**src/rtl/fsk_demod_pkg.sv**
```systemverilog
package fsk_demod_pkg;

   typedef enum logic {
      POL_LOW  = 1'b0,
      POL_HIGH = 1'b1
   } run_pol_e;

   localparam int unsigned POL_COUNT = 2;

endpackage

```
**src/rtl/fsk_edge_interval.sv**
```systemverilog
module fsk_edge_interval #(
   parameter int unsigned SMP_W       = 8,
   parameter int unsigned SLICE_LEVEL = 127,
   parameter int unsigned SHORT_LIMIT = 9,
   parameter int unsigned IVL_W       = 8
) (
   input  logic             clk,
   input  logic             rst_n,
   input  logic             smp_valid,
   input  logic [SMP_W-1:0] smp_data,
   output logic             sym_valid,
   output logic             sym_bit
);

   localparam logic [IVL_W-1:0] IVL_TOP   = {IVL_W{1'b1}};
   localparam logic [SMP_W-1:0] LEVEL_CMP = SMP_W'(SLICE_LEVEL);
   localparam logic [IVL_W-1:0] SHORT_CMP = IVL_W'(SHORT_LIMIT);

   if (SLICE_LEVEL >= (1 << SMP_W)) begin : g_bad_level
      $error("fsk_edge_interval: SLICE_LEVEL does not fit SMP_W");
   end
   if (SHORT_LIMIT == 0 || SHORT_LIMIT > (1 << IVL_W) - 1) begin : g_bad_limit
      $error("fsk_edge_interval: SHORT_LIMIT out of counter range");
   end

   logic             primed_q;
   logic             have_ref_q;
   logic             prev_lvl_q;
   logic [IVL_W-1:0] ivl_q;
   logic             lvl;
   logic             rising;
   logic [IVL_W-1:0] ivl_inc;

   always_comb begin
      lvl     = (smp_data >= LEVEL_CMP);
      rising  = primed_q & ~prev_lvl_q & lvl;
      ivl_inc = (ivl_q == IVL_TOP) ? ivl_q : ivl_q + IVL_W'(1);
   end

   always_ff @(posedge clk or negedge rst_n) begin
      if (!rst_n) begin
         primed_q   <= 1'b0;
         have_ref_q <= 1'b0;
         prev_lvl_q <= 1'b0;
         ivl_q      <= '0;
         sym_valid  <= 1'b0;
         sym_bit    <= 1'b0;
      end else begin
         sym_valid <= 1'b0;
         if (smp_valid) begin
            primed_q   <= 1'b1;
            prev_lvl_q <= lvl;
            if (rising) begin
               ivl_q      <= '0;
               have_ref_q <= 1'b1;
               sym_valid  <= have_ref_q;
               sym_bit    <= (ivl_inc < SHORT_CMP);
            end else begin
               ivl_q <= ivl_inc;
            end
         end
      end
   end

endmodule

```
**src/rtl/fsk_run_collapse.sv**
```systemverilog
module fsk_run_collapse
   import fsk_demod_pkg::*;
#(
   parameter int unsigned RUN_W = 8,
   parameter int unsigned CFG_W = 4
) (
   input  logic             clk,
   input  logic             rst_n,
   input  logic             sym_valid,
   input  logic             sym_bit,
   input  logic [CFG_W-1:0] div_one,
   input  logic [CFG_W-1:0] div_zero,
   input  logic [CFG_W-1:0] max_bits,
   output logic             burst_valid,
   output logic             burst_pol,
   output logic [CFG_W-1:0] burst_cnt
);

   localparam int unsigned     Q_W     = RUN_W + 1;
   localparam logic [RUN_W-1:0] RUN_TOP = {RUN_W{1'b1}};

   if (CFG_W > Q_W) begin : g_bad_cfg
      $error("fsk_run_collapse: CFG_W wider than the quotient");
   end

   logic             have_run_q;
   run_pol_e         run_pol_q;
   logic [RUN_W-1:0] run_len_q;
   logic [Q_W-1:0]   len_plus;
   logic [Q_W-1:0]   quot_fix [POL_COUNT];
   logic [Q_W-1:0]   sel_q;
   logic             keep_run;
   logic [RUN_W-1:0] len_inc;

   assign len_plus = {1'b0, run_len_q} + Q_W'(1);
   assign len_inc  = (run_len_q == RUN_TOP) ? run_len_q : run_len_q + RUN_W'(1);

   for (genvar p = 0; p < POL_COUNT; p++) begin : g_pol
      logic [CFG_W-1:0] div_raw;
      logic [Q_W-1:0]   div_eff;
      logic [Q_W-1:0]   quot;
      assign div_raw     = (p == 1) ? div_one : div_zero;
      assign div_eff     = (div_raw == '0) ? Q_W'(1) : Q_W'(div_raw);
      assign quot        = len_plus / div_eff;
      assign quot_fix[p] = (quot == '0) ? Q_W'(1) : quot;
   end

   always_comb begin
      sel_q    = (run_pol_q == POL_HIGH) ? quot_fix[1] : quot_fix[0];
      keep_run = (sel_q < Q_W'(max_bits));
   end

   always_ff @(posedge clk or negedge rst_n) begin
      if (!rst_n) begin
         have_run_q  <= 1'b0;
         run_pol_q   <= POL_LOW;
         run_len_q   <= '0;
         burst_valid <= 1'b0;
         burst_pol   <= 1'b0;
         burst_cnt   <= '0;
      end else begin
         burst_valid <= 1'b0;
         if (sym_valid) begin
            if (!have_run_q) begin
               have_run_q <= 1'b1;
               run_pol_q  <= run_pol_e'(sym_bit);
               run_len_q  <= RUN_W'(1);
            end else if (sym_bit == run_pol_q) begin
               run_len_q <= len_inc;
            end else begin
               burst_valid <= keep_run;
               burst_pol   <= run_pol_q;
               burst_cnt   <= sel_q[CFG_W-1:0];
               run_pol_q   <= run_pol_e'(sym_bit);
               run_len_q   <= RUN_W'(1);
            end
         end
      end
   end

endmodule

```
**src/rtl/fsk_bit_serial.sv**
```systemverilog
module fsk_bit_serial #(
   parameter int unsigned CFG_W = 4
) (
   input  logic             clk,
   input  logic             rst_n,
   input  logic             burst_valid,
   input  logic             burst_pol,
   input  logic [CFG_W-1:0] burst_cnt,
   output logic             bit_valid,
   output logic             bit_data,
   output logic             busy
);

   logic [CFG_W-1:0] rem_q;

   assign busy = (rem_q != '0);

   always_ff @(posedge clk or negedge rst_n) begin
      if (!rst_n) begin
         rem_q     <= '0;
         bit_valid <= 1'b0;
         bit_data  <= 1'b0;
      end else if (burst_valid) begin
         rem_q     <= burst_cnt - CFG_W'(1);
         bit_valid <= 1'b1;
         bit_data  <= burst_pol;
      end else if (rem_q != '0) begin
         rem_q     <= rem_q - CFG_W'(1);
         bit_valid <= 1'b1;
      end else begin
         bit_valid <= 1'b0;
      end
   end

endmodule

```
**src/rtl/fsk_bit_demod.sv**
```systemverilog
module fsk_bit_demod #(
   parameter int unsigned SMP_W       = 8,
   parameter int unsigned SLICE_LEVEL = 127,
   parameter int unsigned SHORT_LIMIT = 9,
   parameter int unsigned IVL_W       = 8,
   parameter int unsigned RUN_W       = 8,
   parameter int unsigned CFG_W       = 4
) (
   input  logic             clk,
   input  logic             rst_n,
   input  logic             smp_valid,
   input  logic [SMP_W-1:0] smp_data,
   input  logic [CFG_W-1:0] div_one,
   input  logic [CFG_W-1:0] div_zero,
   input  logic [CFG_W-1:0] max_bits,
   output logic             bit_valid,
   output logic             bit_data
);

   if (SMP_W < 2 || IVL_W < 2 || RUN_W < 2 || CFG_W < 2) begin : g_bad_width
      $error("fsk_bit_demod: widths must be at least 2");
   end

   logic             sym_valid;
   logic             sym_bit;
   logic             burst_valid;
   logic             burst_pol;
   logic [CFG_W-1:0] burst_cnt;
   logic             ser_busy;

   fsk_edge_interval #(
      .SMP_W       (SMP_W),
      .SLICE_LEVEL (SLICE_LEVEL),
      .SHORT_LIMIT (SHORT_LIMIT),
      .IVL_W       (IVL_W)
   ) u_edge (
      .clk       (clk),
      .rst_n     (rst_n),
      .smp_valid (smp_valid),
      .smp_data  (smp_data),
      .sym_valid (sym_valid),
      .sym_bit   (sym_bit)
   );

   fsk_run_collapse #(
      .RUN_W (RUN_W),
      .CFG_W (CFG_W)
   ) u_runs (
      .clk         (clk),
      .rst_n       (rst_n),
      .sym_valid   (sym_valid),
      .sym_bit     (sym_bit),
      .div_one     (div_one),
      .div_zero    (div_zero),
      .max_bits    (max_bits),
      .burst_valid (burst_valid),
      .burst_pol   (burst_pol),
      .burst_cnt   (burst_cnt)
   );

   fsk_bit_serial #(
      .CFG_W (CFG_W)
   ) u_ser (
      .clk         (clk),
      .rst_n       (rst_n),
      .burst_valid (burst_valid),
      .burst_pol   (burst_pol),
      .burst_cnt   (burst_cnt),
      .bit_valid   (bit_valid),
      .bit_data    (bit_data),
      .busy        (ser_busy)
   );

endmodule

```
**config.mk**
```make
export PLATFORM = sky130hd
export DESIGN_NAME = fsk_bit_demod
export DESIGN_NICKNAME = d
export VERILOG_FILES = /design/src/rtl/fsk_demod_pkg.sv /design/src/rtl/fsk_edge_interval.sv /design/src/rtl/fsk_run_collapse.sv /design/src/rtl/fsk_bit_serial.sv /design/src/rtl/fsk_bit_demod.sv
export SDC_FILE = /design/constraint.sdc
export NUM_CORES = 1
export LEC_CHECK = 0
export BUFFER_PORTS_ARGS = -buffer_cell sky130_fd_sc_hd__buf_2
export CORE_UTILIZATION = 27
export DETAILED_ROUTE_END_ITERATION = 7
export GPL_ROUTABILITY_DRIVEN = 0
export PLACE_DENSITY = 0.49
export SYNTH_ARGS = -nofsm -noshare
export SYNTH_HDL_FRONTEND = slang
export SYNTH_SLANG_ARGS = --single-unit
```
**constraint.sdc**
```tcl
create_clock -name clk -period 21.5 [get_ports clk]
set_clock_uncertainty 0.1 [all_clocks]
set_input_delay 2.15 -clock clk [delete_from_list [all_inputs] [get_ports clk]]
set_output_delay 2.15 -clock clk [all_outputs]
set_load 0.01 [all_outputs]
```
=== Yosys cells after proc, flatten, opt, wreduce, memory -nomap -nowiden ===
Index checks and enable logic that the tools add are counted.

* Input port bits: 23
* Memory bits (writable): 0
* ROM bits: 0
* Latch bits: 0
* Flip-flop bits (word level): 35
* Output and inout port bits: 2
* Logic and storage cells: 65
* Memories: 0

* Eq/ne operators: 5
* Multipliers: 0
* Div/mod/pow operators: 2
* Muxes and demuxes: 21
* Shifts and indexed selects: 0
* Add/subtract/negate cells: 5
* Reduce and logical (&&, ||, !) cells: 10
* Bitwise gates (word level): 4
* Order comparisons: 3

{| class="wikitable"
|+ Operator list
! operator !! number
|-
| $mux 8 || 5
|-
| $mux 9 || 3
|-
| $div 9x9->9 || 2
|-
| $logic_not 9->1 || 2
|-
| $add 8x1->8 const B || 2
|-
| $eq 8x8->1 const B || 2
|-
| $mux 4 || 4
|-
| $add 8x1->9 const B || 1
|-
| $lt 9x4->1 || 1
|-
| $mux 1 || 9
|-
| $ge 8x7->1 const B || 1
|-
| $logic_not 4->1 || 2
|-
| $lt 8x4->1 const B || 1
|-
| $sub 4x1->4 const B || 2
|-
| $reduce_and 2->1 || 3
|-
| $reduce_bool 4->1 || 1
|-
| $ne 3x3->1 const B || 1
|-
| $reduce_and 3->1 || 1
|-
| $and 1x1->1 || 2
|-
| $ne 2x2->1 const B || 1
|-
| $not 1->1 || 2
|-
| $reduce_bool 2->1 || 1
|-
| $eq 1x1->1 || 1
|}

=== Logic depth before layout (Yosys ltp) ===
* Depth in word-level cells: 10
* Depth in mapped cells: 64
* Mapped depth without buffers: 60

=== Cells and area by module ===
A second synthesis with hierarchy kept.

* Cell total of the unflattened synthesis: 609
* Area total of the unflattened synthesis: 4904.7 um2

{| class="wikitable"
|+ By module, submodules not included
! module !! cells each !! area each (um2) !! seq. area each (um2) !! instances
|-
| fsk_run_collapse || 506 || 3847.4 || 400.4 || 1
|-
| fsk_edge_interval || 77 || 760.7 || 325.3 || 1
|-
| fsk_bit_serial || 26 || 296.5 || 150.1 || 1
|}

=== Worst setup path after synthesis ===
OpenSTA, ideal clock, no wires.

* Kind: input port to flip-flop
* Start point: in div_one[3]
* End point: reg u_runs.burst_cnt[0]
* Slack: 7124 ps
* Data required time: 21275 ps
* Setup time: 125 ps
* Arrival time: 14152 ps
* Path buffers: 2
* Cell stages on the path: 56
* Cells stage by stage: nor3_1 -> nor2_1 -> ha_1 -> o21a_1 -> o21a_1 -> o31a_1 -> ha_1 -> o21a_1 -> or3_1 -> a31oi_1 -> nor2_1 -> ha_1 -> or3_1 -> o221ai_1 -> mux2_2 -> o21a_1 -> ha_1 -> a21o_1 -> [... 20 more ...] -> xnor2_1 -> ha_1 -> a21boi_0 -> o21a_1 -> o21ai_0 -> nand2b_1 -> nor3_1 -> o21ai_0 -> ha_1 -> a21oi_1 -> nor2b_1 -> o21ai_0 -> nand3b_1 -> nor2_1 -> o221a_2 -> o311a_1 -> a211oi_1 -> mux2_2

* Longest elaborated chain between the ends: 6

{| class="wikitable"
|+ RTL lines
! element !! RTL line !! text
|-
| start: declaration || fsk_bit_demod.sv:13 || <nowiki>input logic [CFG_W-1:0] div_one,</nowiki>
|-
| $logic_not 4->1 || fsk_run_collapse.sv:43 || <nowiki>assign div_eff = (div_raw == '0) ? Q_W'(1) : Q_W'(div_raw);</nowiki>
|-
| $mux 4 * || fsk_run_collapse.sv:43 ||
|-
| $div 9x9->9 * || fsk_run_collapse.sv:44 || <nowiki>assign quot = len_plus / div_eff;</nowiki>
|-
| $logic_not 9->1 || fsk_run_collapse.sv:45 || <nowiki>assign quot_fix[p] = (quot == '0) ? Q_W'(1) : quot;</nowiki>
|-
| $mux 9 * || fsk_run_collapse.sv:45 ||
|-
| $mux 9 * || fsk_run_collapse.sv:49 || <nowiki>sel_q = (run_pol_q == POL_HIGH) ? quot_fix[1] : quot_fix[0];</nowiki>
|-
| end signal: assignment || fsk_run_collapse.sv:73 || <nowiki>burst_cnt <= sel_q[CFG_W-1:0];</nowiki>
|-
| end: declaration || fsk_run_collapse.sv:16 || <nowiki>output logic [CFG_W-1:0] burst_cnt</nowiki>
|}

Every way passes the cells marked *; elsewhere a longest branch is shown, timed or not.
A chain may end at the register's enable or synchronous reset.

=== Worst setup path after layout ===
Same ends and word-level chain as after synthesis.

==> out/metrics.yaml <==
yosys:
  synth_area_um2: 5050
  async_flop_share_pct: 100
  synth_top_area_cell: "dfrtp_1"
  post-synth-top-count-cell: "ha_1"
  synthTopCellsByArea: "dfrtp_1 (17%), ha_1 (16%), nor2_1 (4.5%)"
  ys_ff_latch: 35
  synth_cells: 637
  ys_seq_area_share_pct: 17.3
  synth_common_cells: "ha_1 (65), nor2_1 (60), nand2_1 (56)"
  yosysWarningCount: 0
  synth_edf_count: 0
  synth.distinct_cells: 75
  synth_top_area_share_pct: 17.3
  syn_nets: 725
  avgSynthCellArea_um2: 7.93
  ys.flop_type: "dfrtp_1"
setup_path:
  r2r_cells: 56
  crit_path_top_delay_cell: "nor3_1"
  worst_path_largest_cell_delay_ns: 0.64
  ff2ff_setup_slack_ns: 6.59
  worstSetupPathType: "input pin to flip-flop"
  cp_num_buf_inv: 1
  critPathLaunchType: "input pin"
  crit_path_end: "u_runs.burst_cnt[0]"
  crit_start: "div_one[3]"
  cp.depth: 55
  cp.arrival_ns: 16.66
  cp_common_cell: "ha_1"
  cp.required_ns: 21.56
  r2r-start: "u_runs.run_len_q[0]"
  end_kind: "flip-flop"
  timing.rr.end: "u_runs.burst_cnt[0]"
  cp_max_fo: 15
  cp_top_family: "compound AO/OA/AOI/OAI gates"
cells_and_area:
  fin_util_pct: 30.8
  multi_input_area_um2: 4010
  stdcell_count: 888
  fillers: 1944
  syn_to_final_growth_pct: 10.5
  fin_nets: 747
  seq_area_um2: 876
  fin_area_um2: 5580
  drive_gt1_share_pct: 10.8
  antenna-diode-count: 0
pwr:
  power_per_cell_area_nw_per_um2: 111
  p_leak_nw: 2.61
  total_power_mw: 0.618
  peakVddDrop_uv: 37.4
sta:
  fmax_mhz: 60.2
  slew-limit-headroom_pct: 31.0
  period_needed_ns: 16.60
  grt_setup_unrepaired: "no"
  period_share_pct: 77.2
  hold_violations: 0
  setup_violations: 0
  finalSetupTns_ns: 0
  setup_slack_ns: 4.90
  tightestPinTransition_ns: 1.03
  drv_slew: 0
  hold_ws_ns: 0.360
routing:
  drt-pass1-iter-count: 6
  wl_met3_um: 529
  routed_wl_mm: 13.8
  first_iter_violations: 285
  wl_per_cell_um: 15.6
  highest_layer: "met4"
  avgViaCountPerCell: 5.55
  antenna_left: 0
  met2WireLength_mm: 6.37
  wl_met1_mm: 6.72
  drc: 4
  via_count: 4927
min_path:
  hp-class: "flip-flop to flip-flop"
clock_network:
  cts_hold_buf: 0
  clkSlewWorstSetupHoldPaths_ns: 0.06
  worstSkewPairLatency_ns: 0.28
  numCtsBuffers: 5
  post-cts-setup-buffer-count: 0
  cts-resized-gates: 0
  ctsLongestPathBuffers: 2
  cts_tree: "yes"
  h-tree-depth: 2
  cts_num_sinks: 35
  clockRootBuffer: "clkbuf_16"
global_route:
  track_usage_pct: 14.7
  antenna_found_initial: 0
  grt_pass1_wl_mm: 23.6
  grt_pass1_vias: 4867
  grt-ovfl-total: 0
  grt_max_degree: 36
flow_run:
  drv_cap: 0
run_status:
  failed_checks: "design-rule violations"
  status: "finished, violations left"
placement:
  dp_cells: 881
  hpwl_mm: 11.1
  io_buffers: 24
  dp_slack_ns: 4.78
  place_area_um2: 5420
floorplan:
  die_y_um: 139
  die_w_um: 139
  initial_core_util_pct: 27.8
  io_pins: 25
  num_rows: 49
  die_area_um2: 19300
  core_area_um2: 18100
[worst reg2reg max path, delay by kind of cell, from the launching register on]
kind | cells | cell delay (ns)
AO/OA/AOI/OAI | 29 | 6.87
XOR/XNOR | 1 | 0.23
adder cells (fa/ha/maj) | 8 | 2.54
buffers and inverters | 1 | 0.08
flip-flops | 1 | 0.57
multiplexers | 3 | 1.03
AND/OR/NAND/NOR | 14 | 3.36
[final cells by class]
type | instances | share of cell area, %
Multi-Input combinational cell | 561 | 71.8
Sequential cell | 35 | 15.7
Tap cell | 229 | 5.13
Timing Repair Buffer | 26 | 2.42
Clock buffer | 5 | 2.24
Inverter | 30 | 2.02
Clock inverter | 2 | 0.672
[sequential cells by signal, indices dropped and copies added, names as in the netlist, 4 cells and up]
register,cells
u_edge.ivl_q,8
u_runs.run_len_q,8
u_runs.burst_cnt,4
u_ser.rem_q,4
[power by group]
group          internal, mW  switching, mW  leakage [nW]
combinational         0.193          0.242          2.09
sequential           0.0822         0.0202         0.438
clock                0.0540         0.0269        0.0759
total                 0.329          0.289          2.61
[per-layer routing]
| metal | global-route usage (%) | vias to the layer above |
|---|---|---|
| met5 | 0 | - |
| li1 | - | 2463 |
| met3 | 1.93 | 18 |
| met1 | 19.9 | 2341 |
| met4 | 3.27 | 0 |
| met2 | 24.9 | 105 |
[cell families after synthesis]
family	after synthesis	synth area share [%]
and+or+nand+nor	237	23.4
AOI/OAI and AO/OA	201	28.4
adders and majority gates	66	16.3
buffers and inverters	41	3.27
DFF	35	17.3
xor gates and xnor gates	30	5.20
muxes	27	6.10
[how the worst min path moves through the flow]
| stage | start | endpoint | cells after the start |
|---|---|---|---|
| CTS | u_edge.have_ref_q | u_edge.have_ref_q | 1 |
| detailed placement | u_edge.primed_q | u_edge.primed_q | 1 |
| global route | u_edge.have_ref_q | u_edge.have_ref_q | 1 |
| finish | u_edge.have_ref_q | u_edge.have_ref_q | 1 |
| global placement | u_edge.have_ref_q | u_edge.have_ref_q | 1 |
| floorplan | u_edge.have_ref_q | u_edge.have_ref_q | 1 |
[layout by cell type, fill, tap and decap left out, types with 6 or more instances in the layout]
| cell | count |
|---|---|
| nand3_1 | 16 |
| nand2_1 | 56 |
| ha_1 | 65 |
| a21o_1 | 11 |
| nor2_1 | 60 |
| or3_1 | 16 |
| mux2_2 | 12 |
| nand2b_1 | 12 |
| inv_1 | 29 |
| o211ai_1 | 9 |
| a211oi_1 | 9 |
| o21a_1 | 20 |
| nor3_1 | 25 |
| o211a_1 | 6 |
| o21ai_0 | 40 |
| mux2i_1 | 12 |
| xnor2_1 | 22 |
| dfrtp_1 | 35 |
| a21oi_1 | 31 |
| and3_1 | 10 |
| buf_2 | 24 |
| xor2_1 | 8 |
| a31oi_1 | 11 |
| and2_1 | 7 |
| o31ai_1 | 8 |
| nor2b_1 | 6 |
No activity file was read; power rests on OpenSTA's default activity.
